--- src/rtl/step_chart_pkg.sv ---
package step_chart_pkg;

    localparam int N_STEP = 9;
    localparam int N_COND = 8;
    localparam int N_CMD  = 2;

    // step indices
    localparam int ST_IDLE  = 0;
    localparam int ST_ARM   = 1;
    localparam int ST_LEFT  = 2;
    localparam int ST_RIGHT = 3;
    localparam int ST_A0    = 4;
    localparam int ST_B0    = 5;
    localparam int ST_A1    = 6;
    localparam int ST_B1    = 7;
    localparam int ST_MERGE = 8;

    // condition input indices
    localparam int IN_START = 0;
    localparam int IN_LEFT  = 1;
    localparam int IN_RIGHT = 2;
    localparam int IN_ADV_A = 3;
    localparam int IN_ADV_B = 4;
    localparam int IN_JOIN  = 5;
    localparam int IN_ABORT = 6;
    localparam int IN_RETRY = 7;

    typedef enum logic [N_CMD-1:0] {
        CMD_NONE   = 2'b00,
        CMD_FINISH = 2'b01,
        CMD_RETRY  = 2'b10
    } cmd_e;

    typedef logic [N_STEP-1:0] step_vec_t;

    typedef struct packed {
        step_vec_t set;
        step_vec_t clr;
        cmd_e      cmd;
    } step_req_t;

    function automatic step_vec_t step_bit(input int idx);
        step_vec_t v;
        v = '0;
        v[idx] = 1'b1;
        return v;
    endfunction

    // clear dominates set
    function automatic step_vec_t apply_req(input step_vec_t cur,
                                            input step_vec_t set,
                                            input step_vec_t clr);
        return (cur | set) & ~clr;
    endfunction

    function automatic logic over_one(input step_vec_t v);
        return $countones(v) > 1;
    endfunction

    localparam step_vec_t EXCL_MASK = step_bit(ST_LEFT) | step_bit(ST_RIGHT);
    localparam step_vec_t IDLE_VEC  = step_bit(ST_IDLE);

endpackage

--- src/rtl/step_chart_edge.sv ---
module step_chart_edge #(
    parameter int W = 8
) (
    input  logic         clk,
    input  logic         rst,
    input  logic [W-1:0] sig_i,
    output logic [W-1:0] rise_o
);
    logic [W-1:0] prev_q;

    always_ff @(posedge clk) begin
        if (rst) prev_q <= '0;
        else     prev_q <= sig_i;
    end

    assign rise_o = sig_i & ~prev_q;

endmodule

--- src/rtl/step_chart_net.sv ---
module step_chart_net
    import step_chart_pkg::*;
(
    input  logic              clk,
    input  logic              rst,
    input  step_vec_t         step_i,
    input  logic [N_COND-1:0] rise_i,
    input  logic [N_COND-1:0] level_i,
    output step_req_t         req_o
);
    logic t_start, t_left, t_right, t_fork_l, t_fork_r;
    logic t_adv_a, t_adv_b, t_join, t_abort, t_retry, t_finish;

    always_comb begin
        t_start  = step_i[ST_IDLE]  & rise_i[IN_START];
        t_left   = step_i[ST_ARM]   & rise_i[IN_LEFT];
        t_right  = step_i[ST_ARM]   & rise_i[IN_RIGHT] & ~rise_i[IN_LEFT];
        t_fork_l = step_i[ST_LEFT]  & rise_i[IN_ADV_A];
        t_fork_r = step_i[ST_RIGHT] & rise_i[IN_ADV_A];
        t_adv_a  = step_i[ST_A0]    & rise_i[IN_ADV_A];
        t_adv_b  = step_i[ST_B0]    & rise_i[IN_ADV_B];
        t_join   = step_i[ST_A1] & step_i[ST_B1] & rise_i[IN_JOIN];
        t_abort  = step_i[ST_MERGE] & rise_i[IN_ABORT];
        t_retry  = step_i[ST_MERGE] & ~rise_i[IN_ABORT] & level_i[IN_RETRY];
        t_finish = step_i[ST_MERGE] & ~rise_i[IN_ABORT] & ~level_i[IN_RETRY];

        req_o = '{set: '0, clr: '0, cmd: CMD_NONE};

        req_o.set[ST_ARM]   = t_start | t_retry;
        req_o.set[ST_LEFT]  = t_left;
        req_o.set[ST_RIGHT] = t_right;
        req_o.set[ST_A0]    = t_fork_l | t_fork_r;
        req_o.set[ST_B0]    = t_fork_l | t_fork_r;
        req_o.set[ST_A1]    = t_adv_a;
        req_o.set[ST_B1]    = t_adv_b;
        req_o.set[ST_MERGE] = t_join;
        req_o.set[ST_IDLE]  = t_abort | t_finish;

        req_o.clr[ST_IDLE]  = t_start;
        req_o.clr[ST_ARM]   = t_left | t_right;
        req_o.clr[ST_LEFT]  = t_fork_l;
        req_o.clr[ST_RIGHT] = t_fork_r;
        req_o.clr[ST_A0]    = t_adv_a;
        req_o.clr[ST_B0]    = t_adv_b;
        req_o.clr[ST_A1]    = t_join;
        req_o.clr[ST_B1]    = t_join;
        req_o.clr[ST_MERGE] = t_abort | t_retry | t_finish;

        if (t_retry)       req_o.cmd = CMD_RETRY;
        else if (t_finish) req_o.cmd = CMD_FINISH;
    end

    // a clear without a command must come from an input edge
    p_edge_only_r2: assert property (@(posedge clk) disable iff (rst)
        (req_o.cmd == CMD_NONE && req_o.clr != '0) |-> (rise_i != '0));

endmodule

--- src/rtl/step_chart_reg.sv ---
module step_chart_reg
    import step_chart_pkg::*;
(
    input  logic             clk,
    input  logic             rst,
    input  step_req_t        req_i,
    output step_vec_t        step_o,
    output logic [N_CMD-1:0] cmd_o,
    output logic             excl_o
);
    step_vec_t        step_q;
    step_vec_t        step_nxt;
    logic [N_CMD-1:0] cmd_q;
    logic             started_q;
    logic             excl_q;

    always_comb begin
        step_nxt = apply_req(step_q,
                             req_i.set | (started_q ? '0 : IDLE_VEC),
                             req_i.clr);
    end

    always_ff @(posedge clk) begin
        if (rst) begin
            step_q    <= '0;
            cmd_q     <= '0;
            started_q <= 1'b0;
            excl_q    <= 1'b0;
        end else begin
            step_q    <= step_nxt;
            cmd_q     <= req_i.cmd;
            started_q <= 1'b1;
            excl_q    <= excl_q | over_one(step_nxt & EXCL_MASK);
        end
    end

    assign step_o = step_q;
    assign cmd_o  = cmd_q;
    assign excl_o = excl_q;

    p_init_r1: assert property (@(posedge clk) disable iff (rst)
        $fell(rst) |=> (step_q == IDLE_VEC));

    p_clear_wins_r3: assert property (@(posedge clk) disable iff (rst)
        (req_i.clr != '0) |=> ((step_q & $past(req_i.clr)) == '0));

    p_excl_pair_r10: assert property (@(posedge clk) disable iff (rst)
        $onehot0(step_q & EXCL_MASK));

endmodule

--- src/rtl/step_chart_ctrl.sv ---
module step_chart_ctrl
    import step_chart_pkg::*;
(
    input  logic              clk,
    input  logic              rst,
    input  logic [N_COND-1:0] cond_i,
    output logic [N_STEP-1:0] step_o,
    output logic [N_CMD-1:0]  cmd_o,
    output logic              excl_err_o
);
    logic [N_COND-1:0] rise;
    step_req_t         req;

    step_chart_edge #(.W(N_COND)) u_edge (
        .clk    (clk),
        .rst    (rst),
        .sig_i  (cond_i),
        .rise_o (rise)
    );

    step_chart_net u_net (
        .clk     (clk),
        .rst     (rst),
        .step_i  (step_o),
        .rise_i  (rise),
        .level_i (cond_i),
        .req_o   (req)
    );

    step_chart_reg u_reg (
        .clk    (clk),
        .rst    (rst),
        .req_i  (req),
        .step_o (step_o),
        .cmd_o  (cmd_o),
        .excl_o (excl_err_o)
    );

    p_cmd_onehot_r8: assert property (@(posedge clk) disable iff (rst)
        $onehot0(cmd_o));

    p_cmd_pulse_r8: assert property (@(posedge clk) disable iff (rst)
        (cmd_o != '0) |=> (cmd_o == '0));

    p_cmd_moves_r8: assert property (@(posedge clk) disable iff (rst)
        (cmd_o != '0) |-> (!step_o[ST_MERGE] && $past(step_o[ST_MERGE])));

    p_join_r6: assert property (@(posedge clk) disable iff (rst)
        $rose(step_o[ST_MERGE]) |-> $past(step_o[ST_A1] && step_o[ST_B1]));

endmodule

--- config.mk ---
export PLATFORM = sky130hd
export DESIGN_NAME = step_chart_ctrl
export DESIGN_NICKNAME = d
export VERILOG_FILES = /design/src/rtl/step_chart_pkg.sv /design/src/rtl/step_chart_edge.sv /design/src/rtl/step_chart_net.sv /design/src/rtl/step_chart_reg.sv /design/src/rtl/step_chart_ctrl.sv
export SDC_FILE = /design/constraint.sdc
export NUM_CORES = 1
export LEC_CHECK = 0
export BUFFER_PORTS_ARGS = -buffer_cell sky130_fd_sc_hd__buf_2
export CAP_MARGIN = 20
export CORE_UTILIZATION = 51
export DETAILED_ROUTE_END_ITERATION = 16
export PLACE_DENSITY = 0.79
export SLEW_MARGIN = 10
export SYNTH_ARGS = -nofsm -noshare
export SYNTH_HDL_FRONTEND = slang
export SYNTH_SLANG_ARGS = --single-unit
--- constraint.sdc ---
create_clock -name clk -period 1.5 [get_ports clk]
set_input_delay 0.15 -clock clk [delete_from_list [all_inputs] [get_ports clk]]
set_output_delay 0.15 -clock clk [all_outputs]
set_load 0.1 [all_outputs]
-- Word level (Yosys, flattened, before mapping)
Index checks and enable logic that the tools add are counted.
- $add $sub $neg: 1
- $lt $le $gt $ge: 1
- muxes and demuxes: 4
- bitwise gates (word level): 30
- reduce and logical (&&, ||, !) cells: 1
- operator list (kind ; number):
    $gt 32x2->1 const B ; 1
    $or 9x9->9 ; 2
    $and 1x1->1 ; 14
    $and 9x9->9 ; 1
    $not 9->9 ; 1
    $and 7x7->7 ; 1
    $not 7->7 ; 1
    $or 1x1->1 ; 7
    $mux 1 ; 3
    $not 1->1 ; 3
    $add 1x1->2 ; 1
    $mux 2 ; 1
    $reduce_or 2->1 ; 1
- bits in registers: 20

-- Longest topological paths before layout
- depth after elaboration: 12
- depth in mapped cells: 4

-- By module
Synthesis repeated with hierarchy kept, for this count alone.
- cells, all modules: 92
- area, all modules: 875.8 um2
- by module, submodules not included (module ; instances ; cells an instance ; area each (um2) ; sequential area each (um2)):
    step_chart_reg ; 1 ; 37 ; 406.6 ; 260.2
    step_chart_edge ; 1 ; 24 ; 260.2 ; 160.2
    step_chart_net ; 1 ; 31 ; 209.0 ; 0.0

-- Worst setup path after synthesis
No wires, ideal clock.
- kind: reg2reg
- start point: reg u_reg.step_q[1], in the netlist u_reg.step_o[1]
- end point: reg u_reg.excl_q, in the netlist u_reg.excl_o
- setup time: 89 ps
- arrival time: 1605 ps
- slack: -194 ps
- cell stages (with the launch flop): 4
- path buffers: 0
- period minus slack after synthesis: 1694 ps
- cell sequence: dfxtp_1 nor4bb_1 a22oi_1 o32ai_2
- cells in the longest elaborated chain, start to end: 8
- elaborated cells on any way between the ends: 9
- classes of those cells: add/sub: 1; order compare: 1; bitwise: 7
- RTL lines (element ; RTL line ; text):
    from (decl) ; step_chart_reg.sv:11 ; step_vec_t step_q;
    from (signal assigned) ; step_chart_reg.sv:30 ; step_q <= step_nxt;
    $and 1x1->1 (2 in series) ; step_chart_net.sv:17 ; t_right = step_i[ST_ARM] & rise_i[IN_RIGHT] & ~rise_i[IN_LEFT];
    $or 9x9->9 (*) ; step_chart_reg.sv:19 ; req_i.set | (started_q ? '0 : IDLE_VEC),
    $or 9x9->9 (*) ; step_chart_pkg.sv:53 ; return (cur | set) & ~clr;
    $and 9x9->9 (*) ; step_chart_pkg.sv:53 ;
    $add 1x1->2 (not written as such) (*) ; step_chart_pkg.sv:57 ; return $countones(v) > 1;
    $gt 32x2->1 (*) ; step_chart_pkg.sv:57 ;
    $or 1x1->1 (*) ; step_chart_reg.sv:33 ; excl_q <= excl_q | over_one(step_nxt & EXCL_MASK);
    to (signal assigned) ; step_chart_reg.sv:33 ;
    to (decl) ; step_chart_reg.sv:15 ; logic excl_q;
Mark *: on every way between the ends. The rest lies on a longest branch, timed or not.
A chain may end at the register's enable or synchronous reset.

-- Final worst setup path
- start point: reg u_reg.step_q[8], in the netlist u_reg.step_o[8]
- end point: out step_o[8]
- RTL lines (element ; RTL line ; text):
    to (decl) ; step_chart_ctrl.sv:7 ; output logic [N_STEP-1:0] step_o,
No word-level cell between the ends.

==> impl_metrics.env <==
export IMPL_maxSlewViolCount=0
export IMPL_fin_ws_ns=0.199
export IMPL_final_setup_viol_count=0
export IMPL_slowest_stage="buf_2"
export IMPL_maxCapViolCount=0
export IMPL_cts_clk_slew_worst_paths_ns=0.11
export IMPL_die_w_um=39.5
export IMPL_status="complete, no violations"
export IMPL_slew_headroom=0.677
export IMPL_rsz0062_at_grt="false"
export IMPL_port_buffers=21
export IMPL_finClkSkew_ns=0.00323
export IMPL_core_sq_mm=0.00130
export IMPL_drt_drc_violations_left=0
export IMPL_grt_use_met3=0.0341
export IMPL_crit_arrival_ns=1.15
export IMPL_initial_utilization=0.552
export IMPL_die_y_um=39.5
export IMPL_synthCells=71
export IMPL_async_flop_share=0
export IMPL_grt_max_degree=19
export IMPL_period_needed_ns=1.30
export IMPL_use_met1=0.234
export IMPL_drive_gt1_frac=0.394
export IMPL_powerDensity_mw_per_mm2=1120
export IMPL_drt_wl_total_mm=1.21
export IMPL_min_path_type="in2reg"
export IMPL_ioPinCount=22
export IMPL_required_ns=1.35
export IMPL_rows=13
export IMPL_synth_flop_cell="dfxtp_1"
export IMPL_seq_area_frac_synth=0.557
export IMPL_cts_sinks=20
export IMPL_ys_types=28
export IMPL_hold_viol_final=0
export IMPL_dpl_hpwl_um=910
export IMPL_fmax_ghz=0.769
export IMPL_critPathBufInv=1
export IMPL_final_cells=109
export IMPL_dp_cells=105
export IMPL_cts_resized=0
export IMPL_grt_pass1_wl_mm=1.86
export IMPL_grt_pass1_vias=449
export IMPL_cts_setup_buffers=0
export IMPL_irDropWorstVdd_mv=0.624
export IMPL_antenna_found_initial=0
export IMPL_pre_cts_slack_ns=0.473
export IMPL_crit_path_start_kind="register"
export IMPL_cts_root_buf="clkbuf_4"
export IMPL_crit_family="buffers and inverters"
export IMPL_cp_end_kind="primary output"
export IMPL_gp_congestion=0.641
export IMPL_grt_use_total=0.178
export IMPL_wl_per_cell_um=11.1
export IMPL_cts_made_buffers=3
export IMPL_cts_tree="done"
export IMPL_fp_dieArea_sq_mm=0.00156
export IMPL_setup_tns_ns=0
export IMPL_path_class="reg2out"
export IMPL_worst_slew_pin_slew_ns=0.488
export IMPL_clockBufferDepth=2
export IMPL_ant_nets=0
export IMPL_n_antenna_cell=0
export IMPL_holdBufCountCts=0
export IMPL_synth_seq_cells=20
export IMPL_yosysWarnings=0
export IMPL_p_leak_nw=0.394
export IMPL_synth_area_per_cell_sq_um=10.1
export IMPL_busiest_layer="met2"
export IMPL_synth_edff_count=0
export IMPL_first_pass_iters=3
export IMPL_grt_overflow_total=0
export IMPL_use_met2=0.266
export IMPL_crit_chain="buf_2"
export IMPL_synthesis_area_sq_um=718
export IMPL_area_growth_pct=22.0
export IMPL_via_per_inst=4.98
export IMPL_insertion_delay_ns=0.29
export IMPL_path_max_fanout=5
export IMPL_h_tree_depth=1
export IMPL_synth_nets=81
export IMPL_period_share=0.867
export IMPL_final_nets=105
export IMPL_finalPower_mw=0.982
export IMPL_crit_path_max_incr_delay_ns=0.45
export IMPL_drtIter0Drc=4
export IMPL_vias=543
routing by layer:
layer  vias up  wire length (um)
met5         -                 0
met4         0                12
met3         2                46
met2        11               515
met1       246               633
li1        284                 -
registers in the layout, indices dropped and copies added (netlist names):
register         flops
u_reg.step_o         9
u_edge.prev_q        7
u_reg.cmd_o          2
u_reg.excl_o         1
u_reg.started_q      1
kinds of logic (layout without fill, tap and decap cells):
logic type	count (synthesis)	in the layout	synth area share
AND/OR/NAND/NOR	28	28	0.240
flip-flops	20	20	0.557
AO/OA/AOI/OAI	14	14	0.152
buffers and inverters	9	32	0.0505
area by class of cell:
cell class                      count  area, sq um
Clock buffer                        4         36.3
Fill cell                         116          425
Inverter                            7         26.3
Multi-Input combinational cell     42          282
Sequential cell                    20          408
Tap cell                           15         18.8
Timing Repair Buffer               21          105
report_power, final:
group	internal [mW]	total (mW)	switching [mW]
combinational	0.0353	0.118	0.0829
sequential	0.550	0.559	0.00890
clock	0.148	0.305	0.158
final timing paths:
path,end,slack [ns],cells past startpoint,from
worst min-delay path,u_reg.cmd_o[0]$_SDFF_PP0_,0.06,2,cond_i[7]
worst min register to register,u_reg.step_o[1]$_SDFF_PP0_,0.47,1,u_reg.step_o[1]$_SDFF_PP0_
worst max register to register,u_reg.excl_o$_SDFF_PP0_,0.44,3,u_reg.step_o[3]$_SDFF_PP0_
worst max-delay path,step_o[8],0.20,1,u_reg.step_o[8]$_SDFF_PP0_
placed cells by master, fill, tap and decap left out, types with 3 or more instances in the layout:
cell type  count
buf_2         21
clkbuf_4       3
dfxtp_1       14
dfxtp_2        6
inv_1          6
nor2_1         6
nor2b_1        7
through the flow:
step / cell area [sq um] / util / hold WS (ns)
after floorplan: 726 / - / 0.229
after global placement: 840 / 0.645 / 0.361
after detailed placement: 840 / 0.645 / 0.361
after CTS: 876 / 0.673 / 0.0454
after global routing: 876 / 0.673 / 0.0475
final: 876 / 0.673 / 0.0559
cells in the mapped netlist (2+ instances only):
master | n | area [sq um]
dfxtp_1 | 20 | 400
nand2b_1 | 2 | 12.5
inv_1 | 6 | 22.5
nor2_1 | 6 | 22.5
nor3_1 | 2 | 10.0
nand2_1 | 2 | 7.51
buf_2 | 2 | 10.0
o21ai_0 | 2 | 10.0
or3_1 | 2 | 12.5
a21oi_2 | 2 | 17.5
a31oi_1 | 2 | 12.5
nor2b_1 | 7 | 43.8
Note: power is estimated with default switching activity, not from simulation.
